**config.mk**
```make
export PLATFORM = sky130hd
export DESIGN_NAME = lram_lsu
export DESIGN_NICKNAME = d
export VERILOG_FILES = /design/src/rtl/lsu_pkg.sv /design/src/rtl/lsu_agen.sv /design/src/rtl/lsu_seq.sv /design/src/rtl/lsu_data.sv /design/src/rtl/lram_lsu.sv
export SDC_FILE = /design/constraint.sdc
export NUM_CORES = 1
export LEC_CHECK = 0
export BUFFER_PORTS_ARGS = -buffer_cell sky130_fd_sc_hd__buf_2
export CAP_MARGIN = 40
export CELL_PAD_IN_SITES_DETAIL_PLACEMENT = 1
export CELL_PAD_IN_SITES_GLOBAL_PLACEMENT = 1
export CORE_ASPECT_RATIO = 1.2
export CORE_MARGIN = 1.5
export CORE_UTILIZATION = 40
export CTS_CLUSTER_SIZE = 14
export DETAILED_ROUTE_END_ITERATION = 8
export PLACE_DENSITY_LB_ADDON = 0.1
export SETUP_SLACK_MARGIN = 0.3
export SLEW_MARGIN = 25
export SYNTH_ARGS = -nofsm -noshare
export SYNTH_HDL_FRONTEND = slang
export SYNTH_SLANG_ARGS = --single-unit
export TNS_END_PERCENT = 10
```
**constraint.sdc**
```tcl
create_clock -name clk_i -period 3.3 [get_ports clk_i]
set_input_delay 0.495 -clock clk_i [delete_from_list [all_inputs] [get_ports clk_i]]
set_output_delay 0.495 -clock clk_i [all_outputs]
set_load 0.01 [all_outputs]
```
**src/rtl/lsu_pkg.sv**
```systemverilog
package lsu_pkg;
  typedef enum logic [1:0] {SZ_BYTE, SZ_WORD, SZ_LONG, SZ_PHRASE} size_e;
  typedef enum logic [1:0] {AM_IND, AM_BASE_REG, AM_BASE_IMM, AM_RSVD} amode_e;
  typedef enum logic [1:0] {ST_IDLE, ST_BEAT0, ST_BEAT1, ST_FIN} st_e;
endpackage

```
**src/rtl/lsu_agen.sv**
```systemverilog
module lsu_agen
  import lsu_pkg::*;
#(
  parameter int AW = 32,
  parameter int IMM_W = 5,
  parameter logic [AW-1:0] WIN_LO = 32'h00F0_3000,
  parameter logic [AW-1:0] WIN_HI = 32'h00F0_3FFF
) (
  input  logic [1:0]    mode_i,
  input  logic          base_sel_i,
  input  logic [AW-1:0] rm_i,
  input  logic [AW-1:0] base_a_i,
  input  logic [AW-1:0] base_b_i,
  input  logic [IMM_W-1:0] imm_i,
  input  logic [1:0]    size_i,
  input  logic          store_i,
  output logic [AW-1:0] addr0_o,
  output logic [AW-1:0] addr1_o,
  output logic          local_o,
  output logic          bit1_o
);
  localparam logic [IMM_W:0] IMM_ZERO_VAL = (IMM_W+1)'(1) << IMM_W;

  size_e         sz;
  amode_e        md;
  logic [AW-1:0] base, ea, imm_off;
  logic [IMM_W:0] imm_ext;
  logic [2:0]    clr;
  logic          in_win;

  always_comb begin
    sz      = size_e'(size_i);
    md      = amode_e'(mode_i);
    base    = base_sel_i ? base_b_i : base_a_i;
    imm_ext = (imm_i == '0) ? IMM_ZERO_VAL : {1'b0, imm_i};
    imm_off = AW'(imm_ext) << 2;
    unique case (md)
      AM_BASE_REG: ea = base + rm_i;
      AM_BASE_IMM: ea = base + imm_off;
      default:     ea = rm_i;
    endcase
    in_win  = (ea >= WIN_LO) && (ea <= WIN_HI);
    local_o = in_win && (sz != SZ_BYTE);
    clr     = 3'b000;
    if (local_o) begin
      unique case (sz)
        SZ_WORD:   clr = store_i ? 3'b011 : 3'b001;
        SZ_LONG:   clr = 3'b011;
        SZ_PHRASE: clr = 3'b111;
        default:   clr = 3'b000;
      endcase
    end
    addr0_o = ea & ~{{(AW-3){1'b0}}, clr};
    addr1_o = (sz == SZ_PHRASE) ? addr0_o + AW'(4) : addr0_o;
    bit1_o  = ea[1];
  end
endmodule

```
**src/rtl/lsu_seq.sv**
```systemverilog
module lsu_seq
  import lsu_pkg::*;
(
  input  logic clk_i,
  input  logic rst_ni,
  input  logic start_i,
  input  logic two_i,
  input  logic fire_i,
  output logic accept_o,
  output logic active_o,
  output logic beat_o,
  output logic fin_o
);
  st_e state_q, state_d;

  always_comb begin
    accept_o = start_i && (state_q == ST_IDLE);
    state_d  = state_q;
    unique case (state_q)
      ST_IDLE:  if (accept_o) state_d = ST_BEAT0;
      ST_BEAT0: if (fire_i) state_d = two_i ? ST_BEAT1 : ST_FIN;
      ST_BEAT1: if (fire_i) state_d = ST_FIN;
      default:  state_d = ST_IDLE;
    endcase
  end

  always_ff @(posedge clk_i or negedge rst_ni)
    if (!rst_ni) state_q <= ST_IDLE;
    else         state_q <= state_d;

  assign active_o = (state_q == ST_BEAT0) || (state_q == ST_BEAT1);
  assign beat_o   = (state_q == ST_BEAT1);
  assign fin_o    = (state_q == ST_FIN);

  // completion only ever follows a completed transfer
  a_r10_fin_after_fire: assert property (@(posedge clk_i) disable iff (!rst_ni)
    fin_o |-> $past(fire_i));
  // a new start is never taken while a transfer is pending
  a_r11_no_accept_busy: assert property (@(posedge clk_i) disable iff (!rst_ni)
    active_o |-> !accept_o);
endmodule

```
**src/rtl/lsu_data.sv**
```systemverilog
module lsu_data
  import lsu_pkg::*;
#(
  parameter int DW = 32
) (
  input  logic          beat_i,
  input  logic [1:0]    size_i,
  input  logic [DW-1:0] hi_i,
  input  logic [DW-1:0] rn_i,
  input  logic [DW-1:0] d0_i,
  input  logic [DW-1:0] d1_i,
  input  logic          hsel_i,
  output logic [DW-1:0] wdata_o,
  output logic [DW-1:0] rd_o
);
  localparam int HW = DW / 2;

  logic [DW-1:0] merged;
  size_e         sz;

  // bit1 set -> new half goes to the low half, else to the high half
  for (genvar h = 0; h < 2; h++) begin : g_half
    if (h == 0) begin : g_lo
      assign merged[h*HW +: HW] = hsel_i ? rn_i[HW-1:0] : d0_i[h*HW +: HW];
    end else begin : g_hi
      assign merged[h*HW +: HW] = hsel_i ? d0_i[h*HW +: HW] : rn_i[HW-1:0];
    end
  end

  always_comb begin
    sz = size_e'(size_i);
    if (!beat_i) wdata_o = (sz == SZ_PHRASE) ? hi_i : rn_i;
    else         wdata_o = (sz == SZ_PHRASE) ? rn_i : merged;
    unique case (sz)
      SZ_BYTE:   rd_o = DW'(d0_i[7:0]);
      SZ_WORD:   rd_o = DW'(d0_i[HW-1:0]);
      SZ_LONG:   rd_o = d0_i;
      default:   rd_o = d1_i;
    endcase
  end
endmodule

```
**src/rtl/lram_lsu.sv**
```systemverilog
module lram_lsu
  import lsu_pkg::*;
#(
  parameter int AW = 32,
  parameter int DW = 32,
  parameter int IMM_W = 5,
  parameter logic [AW-1:0] WIN_LO = 32'h00F0_3000,
  parameter logic [AW-1:0] WIN_HI = 32'h00F0_3FFF
) (
  input  logic             clk_i,
  input  logic             rst_ni,
  input  logic             start_i,
  input  logic             store_i,
  input  logic [1:0]       size_i,
  input  logic [1:0]       mode_i,
  input  logic             base_sel_i,
  input  logic [AW-1:0]    rm_i,
  input  logic [AW-1:0]    base_a_i,
  input  logic [AW-1:0]    base_b_i,
  input  logic [IMM_W-1:0] imm_i,
  input  logic [DW-1:0]    rn_i,
  input  logic             hi_wr_i,
  input  logic [DW-1:0]    hi_wdata_i,
  output logic             lram_valid_o,
  input  logic             lram_ready_i,
  output logic             lram_we_o,
  output logic [AW-1:0]    lram_addr_o,
  output logic [DW-1:0]    lram_wdata_o,
  input  logic [DW-1:0]    lram_rdata_i,
  output logic             ext_valid_o,
  input  logic             ext_ready_i,
  output logic             ext_we_o,
  output logic [1:0]       ext_size_o,
  output logic [AW-1:0]    ext_addr_o,
  output logic [DW-1:0]    ext_wdata_o,
  input  logic [DW-1:0]    ext_rdata_i,
  output logic             done_o,
  output logic             rd_we_o,
  output logic [DW-1:0]    rd_data_o,
  output logic [DW-1:0]    hi_data_o
);
  logic [AW-1:0] ag_a0, ag_a1;
  logic          ag_loc, ag_b1;
  logic          accept, active, beat, fin, fire;

  logic [AW-1:0] a0_q, a1_q;
  logic          loc_q, st_q, two_q, rmw_q, b1_q;
  size_e         sz_q;
  logic [DW-1:0] rn_q, hicap_q, d0_q, d1_q, hi_q, wdata, rdsel;
  logic [AW-1:0] addr;
  logic          we;

  lsu_agen #(.AW(AW), .IMM_W(IMM_W), .WIN_LO(WIN_LO), .WIN_HI(WIN_HI)) u_agen (
    .mode_i(mode_i), .base_sel_i(base_sel_i), .rm_i(rm_i), .base_a_i(base_a_i),
    .base_b_i(base_b_i), .imm_i(imm_i), .size_i(size_i), .store_i(store_i),
    .addr0_o(ag_a0), .addr1_o(ag_a1), .local_o(ag_loc), .bit1_o(ag_b1)
  );

  lsu_seq u_seq (
    .clk_i(clk_i), .rst_ni(rst_ni), .start_i(start_i), .two_i(two_q), .fire_i(fire),
    .accept_o(accept), .active_o(active), .beat_o(beat), .fin_o(fin)
  );

  lsu_data #(.DW(DW)) u_data (
    .beat_i(beat), .size_i(sz_q), .hi_i(hicap_q), .rn_i(rn_q), .d0_i(d0_q),
    .d1_i(d1_q), .hsel_i(b1_q), .wdata_o(wdata), .rd_o(rd_data_o)
  );

  always_ff @(posedge clk_i or negedge rst_ni) begin
    if (!rst_ni) begin
      a0_q <= '0; a1_q <= '0; loc_q <= 1'b0; st_q <= 1'b0; two_q <= 1'b0;
      rmw_q <= 1'b0; b1_q <= 1'b0; sz_q <= SZ_BYTE; rn_q <= '0; hicap_q <= '0;
    end else if (accept) begin
      a0_q    <= ag_a0;
      a1_q    <= ag_a1;
      loc_q   <= ag_loc;
      st_q    <= store_i;
      sz_q    <= size_e'(size_i);
      rmw_q   <= ag_loc && store_i && (size_e'(size_i) == SZ_WORD);
      two_q   <= (size_e'(size_i) == SZ_PHRASE) ||
                 (ag_loc && store_i && (size_e'(size_i) == SZ_WORD));
      b1_q    <= ag_b1;
      rn_q    <= rn_i;
      hicap_q <= hi_q;
    end
  end

  assign rdsel = loc_q ? lram_rdata_i : ext_rdata_i;

  always_ff @(posedge clk_i or negedge rst_ni) begin
    if (!rst_ni) begin
      d0_q <= '0; d1_q <= '0;
    end else if (fire) begin
      if (beat) d1_q <= rdsel;
      else      d0_q <= rdsel;
    end
  end

  always_ff @(posedge clk_i or negedge rst_ni) begin
    if (!rst_ni)                                hi_q <= '0;
    else if (fin && !st_q && sz_q == SZ_PHRASE) hi_q <= d0_q;
    else if (hi_wr_i)                           hi_q <= hi_wdata_i;
  end

  assign addr = beat ? a1_q : a0_q;
  assign we   = st_q && !(rmw_q && !beat);
  assign fire = (lram_valid_o && lram_ready_i) || (ext_valid_o && ext_ready_i);

  assign lram_valid_o = active && loc_q;
  assign lram_we_o    = we;
  assign lram_addr_o  = addr;
  assign lram_wdata_o = wdata;
  assign ext_valid_o  = active && !loc_q;
  assign ext_we_o     = we;
  assign ext_size_o   = (sz_q == SZ_PHRASE) ? 2'(SZ_LONG) : 2'(sz_q);
  assign ext_addr_o   = addr;
  assign ext_wdata_o  = wdata;
  assign done_o       = fin;
  assign rd_we_o      = fin && !st_q;
  assign hi_data_o    = hi_q;

  // local requests stay inside the window
  a_r1_local_in_window: assert property (@(posedge clk_i) disable iff (!rst_ni)
    lram_valid_o |-> (lram_addr_o >= WIN_LO) && (lram_addr_o <= WIN_HI));
  // local addresses are at least half-word aligned
  a_r3_local_even: assert property (@(posedge clk_i) disable iff (!rst_ni)
    lram_valid_o |-> !lram_addr_o[0]);
  // request held until accepted
  a_r9_lram_hold: assert property (@(posedge clk_i) disable iff (!rst_ni)
    lram_valid_o && !lram_ready_i |=> lram_valid_o && $stable(lram_addr_o) &&
      $stable(lram_wdata_o) && $stable(lram_we_o));
  a_r9_ext_hold: assert property (@(posedge clk_i) disable iff (!rst_ni)
    ext_valid_o && !ext_ready_i |=> ext_valid_o && $stable(ext_addr_o) &&
      $stable(ext_wdata_o) && $stable(ext_we_o) && $stable(ext_size_o));
  // never both ports at once
  a_r1_one_port: assert property (@(posedge clk_i) disable iff (!rst_ni)
    !(lram_valid_o && ext_valid_o));
  // single-cycle completion pulse
  a_r10_done_pulse: assert property (@(posedge clk_i) disable iff (!rst_ni)
    done_o |=> !done_o);
  // no request is open while completion is flagged
  a_r10_done_quiet: assert property (@(posedge clk_i) disable iff (!rst_ni)
    done_o |-> !lram_valid_o && !ext_valid_o);
endmodule

```
==> summary.txt <==
Outcome
  • Status: finished, violations left
  • Failing checks: negative setup slack

GRT
  • GRT Total Usage: 31.0%
  • First-pass GRT wire length: 104 mm
  • GRT overflow: 0
  • Vias in the first global route: 18690
  • Pin count of the biggest net entering global routing: between 80 and 90
  • Antenna violations before repair: 2

Worst hold path
  • Critical hold path startpoint: rn_i[20]
  • WHS Path Cells: 3
  • Worst min path class: in2reg
  • Hold endpoint: rn_q[20]

Timing
  • Final period util: 148%
  • Hold Vio Cnt, Final: 0
  • Worst-Margin Slew: 802 ps
  • Final worst slack: -1590 ps
  • Final Critical Period: 4890 ps
  • Fin. max-slew vios: 0
  • Slew Limit Headroom: a little under half
  • Setup Viol. Count Final: 36
  • Unrepaired setup endpoints after global routing: yes
  • Clock Skew: 6.56 ps
  • Fmax: 0.205 GHz
  • Final hold slack: between 150 and 200 ps

Floorplanning
  • Initial Util: 40.8%
  • DIE AREA: 43000 um2
  • FP Rows: 81
  • Die width: 190 um
  • Die height: 227 um
  • I/O pin cnt: about 440
  • Core area: 40900 um2

Worst setup path
  • Crit end category: flop
  • Worst Setup Path Type: in2reg
  • Critical Path Fanout Max: 7
  • Worst path required time: 3690 ps
  • Reg2Reg Launch Point: u_seq.state_q[1]
  • Crit path arrival time: 5270 ps
  • Worst r2r path cells: 6
  • FF-to-FF End: hicap_q[7]
  • CP startpoint kind: input port
  • Reg2reg setup slack: 980 ps

Clock network
  • H-tree Lvls: 1
  • Clk Latency, worst-skew pair: 520 ps
  • CTS Sinks: 231
  • TritonCTS clock tree: done
  • Max Buffers Root-to-Sink: 3
  • Clock Tree Root: clkbuf_16
  • Clock-pin slew on the worst setup and hold paths: around 60 ps
  • Total CTS buffers: 24

Synthesis
  • Top cells by area, synth: dfrtp_1 (35%), nand2_1 (9.1%), mux2i_1 (8.3%)
  • Post-synthesis compound-gate area fraction: 18.4%
  • Largest family of logic cells by synthesized area: simple AND/OR/NAND/NOR gates
  • Cells after Synth: 1992
  • Main synth FF type: dfrtp_1
  • Mean post-synth cell area: between 8 and 9 um2
  • Yosys top cell by area: dfrtp_1
  • Ys async rst share: 100%
  • Mux share of post-synthesis cell area: 13.3%
  • Synth Area in Adders: under 10%
  • Count of cell types in the netlist: 90
  • Top-count cell post-synth: nand2_1
  • Register bit total from synthesis: 231
  • Synth cell count leaders: nand2_1 (404), dfrtp_1 (231), a21oi_1 (146)
  • Simple-gate share of the synthesized area: 20.6%
  • Post-Syn Area: 16700 um2
  • Yosys Warn Count: 0
  • Syn nets: approximately 2300
  • Post-synth EDFFs: 0
  • Xor and xnor area share after synthesis: 2.41%
  • Top cell type's share of synthesized area: 34.6%
  • Seq/Total Area, Yosys: 34.6%

Detailed routing
  • Drt via density: 5.53
  • Initial drt markers: 667
  • Pre-Repair DR Iteration Count: 5
  • Via count: 17817
  • Post-route ant nets: 0
  • WL final: 68.5 mm
  • DR WL met3: 2.68 mm
  • DRC: 0
  • Uppermost layer routed: met4
  • Drt wl/cell: 21.3 um
  • Wl on met1: 26.2 mm
  • DR WL met2: 35.9 mm

Layout
  • Share of layout cells above drive strength 1: 42.0%
  • Synth-to-layout area growth: 41.9%
  • Post-layout util: 57.9%
  • Nets: 2950
  • Finished Cell Area: 23700 um2

Placement
  • DP HPWL: about 53 mm
  • Pre-CTS WS: -2320 ps
  • GP Congestion: 0.900
  • Placement Cell Area: 21800 um2
  • Port Buffers: 440

Power and ir drop
  • Worst vdd ir: about 0.54 mV
  • Power density cells: between 700 and 800 nW/um2
  • Leakage: 11.5 nW
  • Power, Total: 0.0175 W

Run
  • Max-cap viol count: 0
==> stage by stage <==
stage	std cells	TNS (ps)
2_1_floorplan	1992	-65180
3_3_place_gp	3150	-66160
3_5_place_dp	3151	-74110
4_1_cts	3206	-29860
5_1_grt	3218	-39200
6_report	3220	-33170
==> worst max path at each step <==
stage	depth (start not counted)	start	endpoint
after floorplan	27	base_sel_i	a1_q[30]
after global placement	23	base_sel_i	a1_q[30]
after detailed placement	26	base_sel_i	a1_q[30]
after CTS	24	base_sel_i	a1_q[30]
after global routing	25	base_sel_i	a1_q[26]
final	25	base_sel_i	a1_q[26]
==> logic make-up (layout without fill, tap and decap cells) <==
group	after synthesis	after routing
and+or+nand+nor	748	748
buffers and inverters	231	918
muxes	212	212
adders and majority gates	47	47
xor gates and xnor gates	46	46
DFF	231	231
other	0	2
AOI/OAI and AO/OA	477	477
==> metal layers <==
layer / GRT usage, % / vias up
met4: 13.9 / 0
met2: 59.0 / 533
li1: - / 8341
met5: 0 / -
met3: 2.29 / 154
met1: 35.1 / 8789
==> state kept, by name, summed over array words and instances (netlist names), 2 cells and up <==
name,flops
a0_q,32
d1_q,32
d0_q,32
u_seq.state_q,2
hi_data_o,32
sz_q,2
rn_q,32
hicap_q,32
a1_q,30
==> placed cells by master, fill, tap and decap left out, drive strengths merged, types with 35 or more instances in the layout <==
cell type | netlist | routed
clkbuf | 97 | 38
ha | 45 | 45
a211oi | 35 | 35
xnor2 | 36 | 36
buf | 96 | 834
o21ai | 131 | 131
nor2 | 121 | 121
inv | 38 | 38
nand2 | 404 | 404
dfrtp | 231 | 231
nand3 | 37 | 37
mux2 | 74 | 74
a21oi | 151 | 151
mux2i | 138 | 138
==> where the power goes <==
| part | total (W) | internal (W) | leakage [nW] | switching [W] |
|---|---|---|---|---|
| Clock | 0.00283 | 0.00167 | 0.401 | 0.00115 |
| Combinational | 0.00956 | 0.00401 | 8.28 | 0.00555 |
| Sequential | 0.00515 | 0.00406 | 2.81 | 0.00109 |
==> area by class of cell <==
cell class                      count  area [um2]
Fill cell                        4881       17300
Multi-Input combinational cell   1530       10800
Sequential cell                   231        5790
Timing Repair Buffer              837        5430
Clock buffer                       36         727
Tap cell                          539         674
Inverter                           38         143
Clock inverter                      7        87.6
Antenna cell                        2        5.00
==> critical path, cell delays in order <==
cell and delay, ps:
buf_12 130, buf_12 140, mux2_4 330, ha_4 220, o211ai_1 280, o211ai_2 180
buf_4 170, and2_4 160, o31ai_4 320, a211oi_2 130, or3_4 350, a211oi_2 170
and4b_2 280, nand4_4 130, nor3_4 60, nor2b_1 170, ha_2 230, nand3_4 80
nor2_4 100, nand4_1 190, nor4_4 420, clkbuf_16 220, nand3b_1 110, xnor2_1 160
o21ai_1 70
==> timing repair <==
action | in CTS | in global routing
endpoints found under the setup margin | 67 | 66
setup buffers | 10 | 11
endpoints found under the hold margin | 3 | 0
cloned | 1 | 1
hold buffers | 1 | 0
gates resized for setup | 94 | 85
pin swaps | 33 | 54
Power figures use the tool's default switching activity.
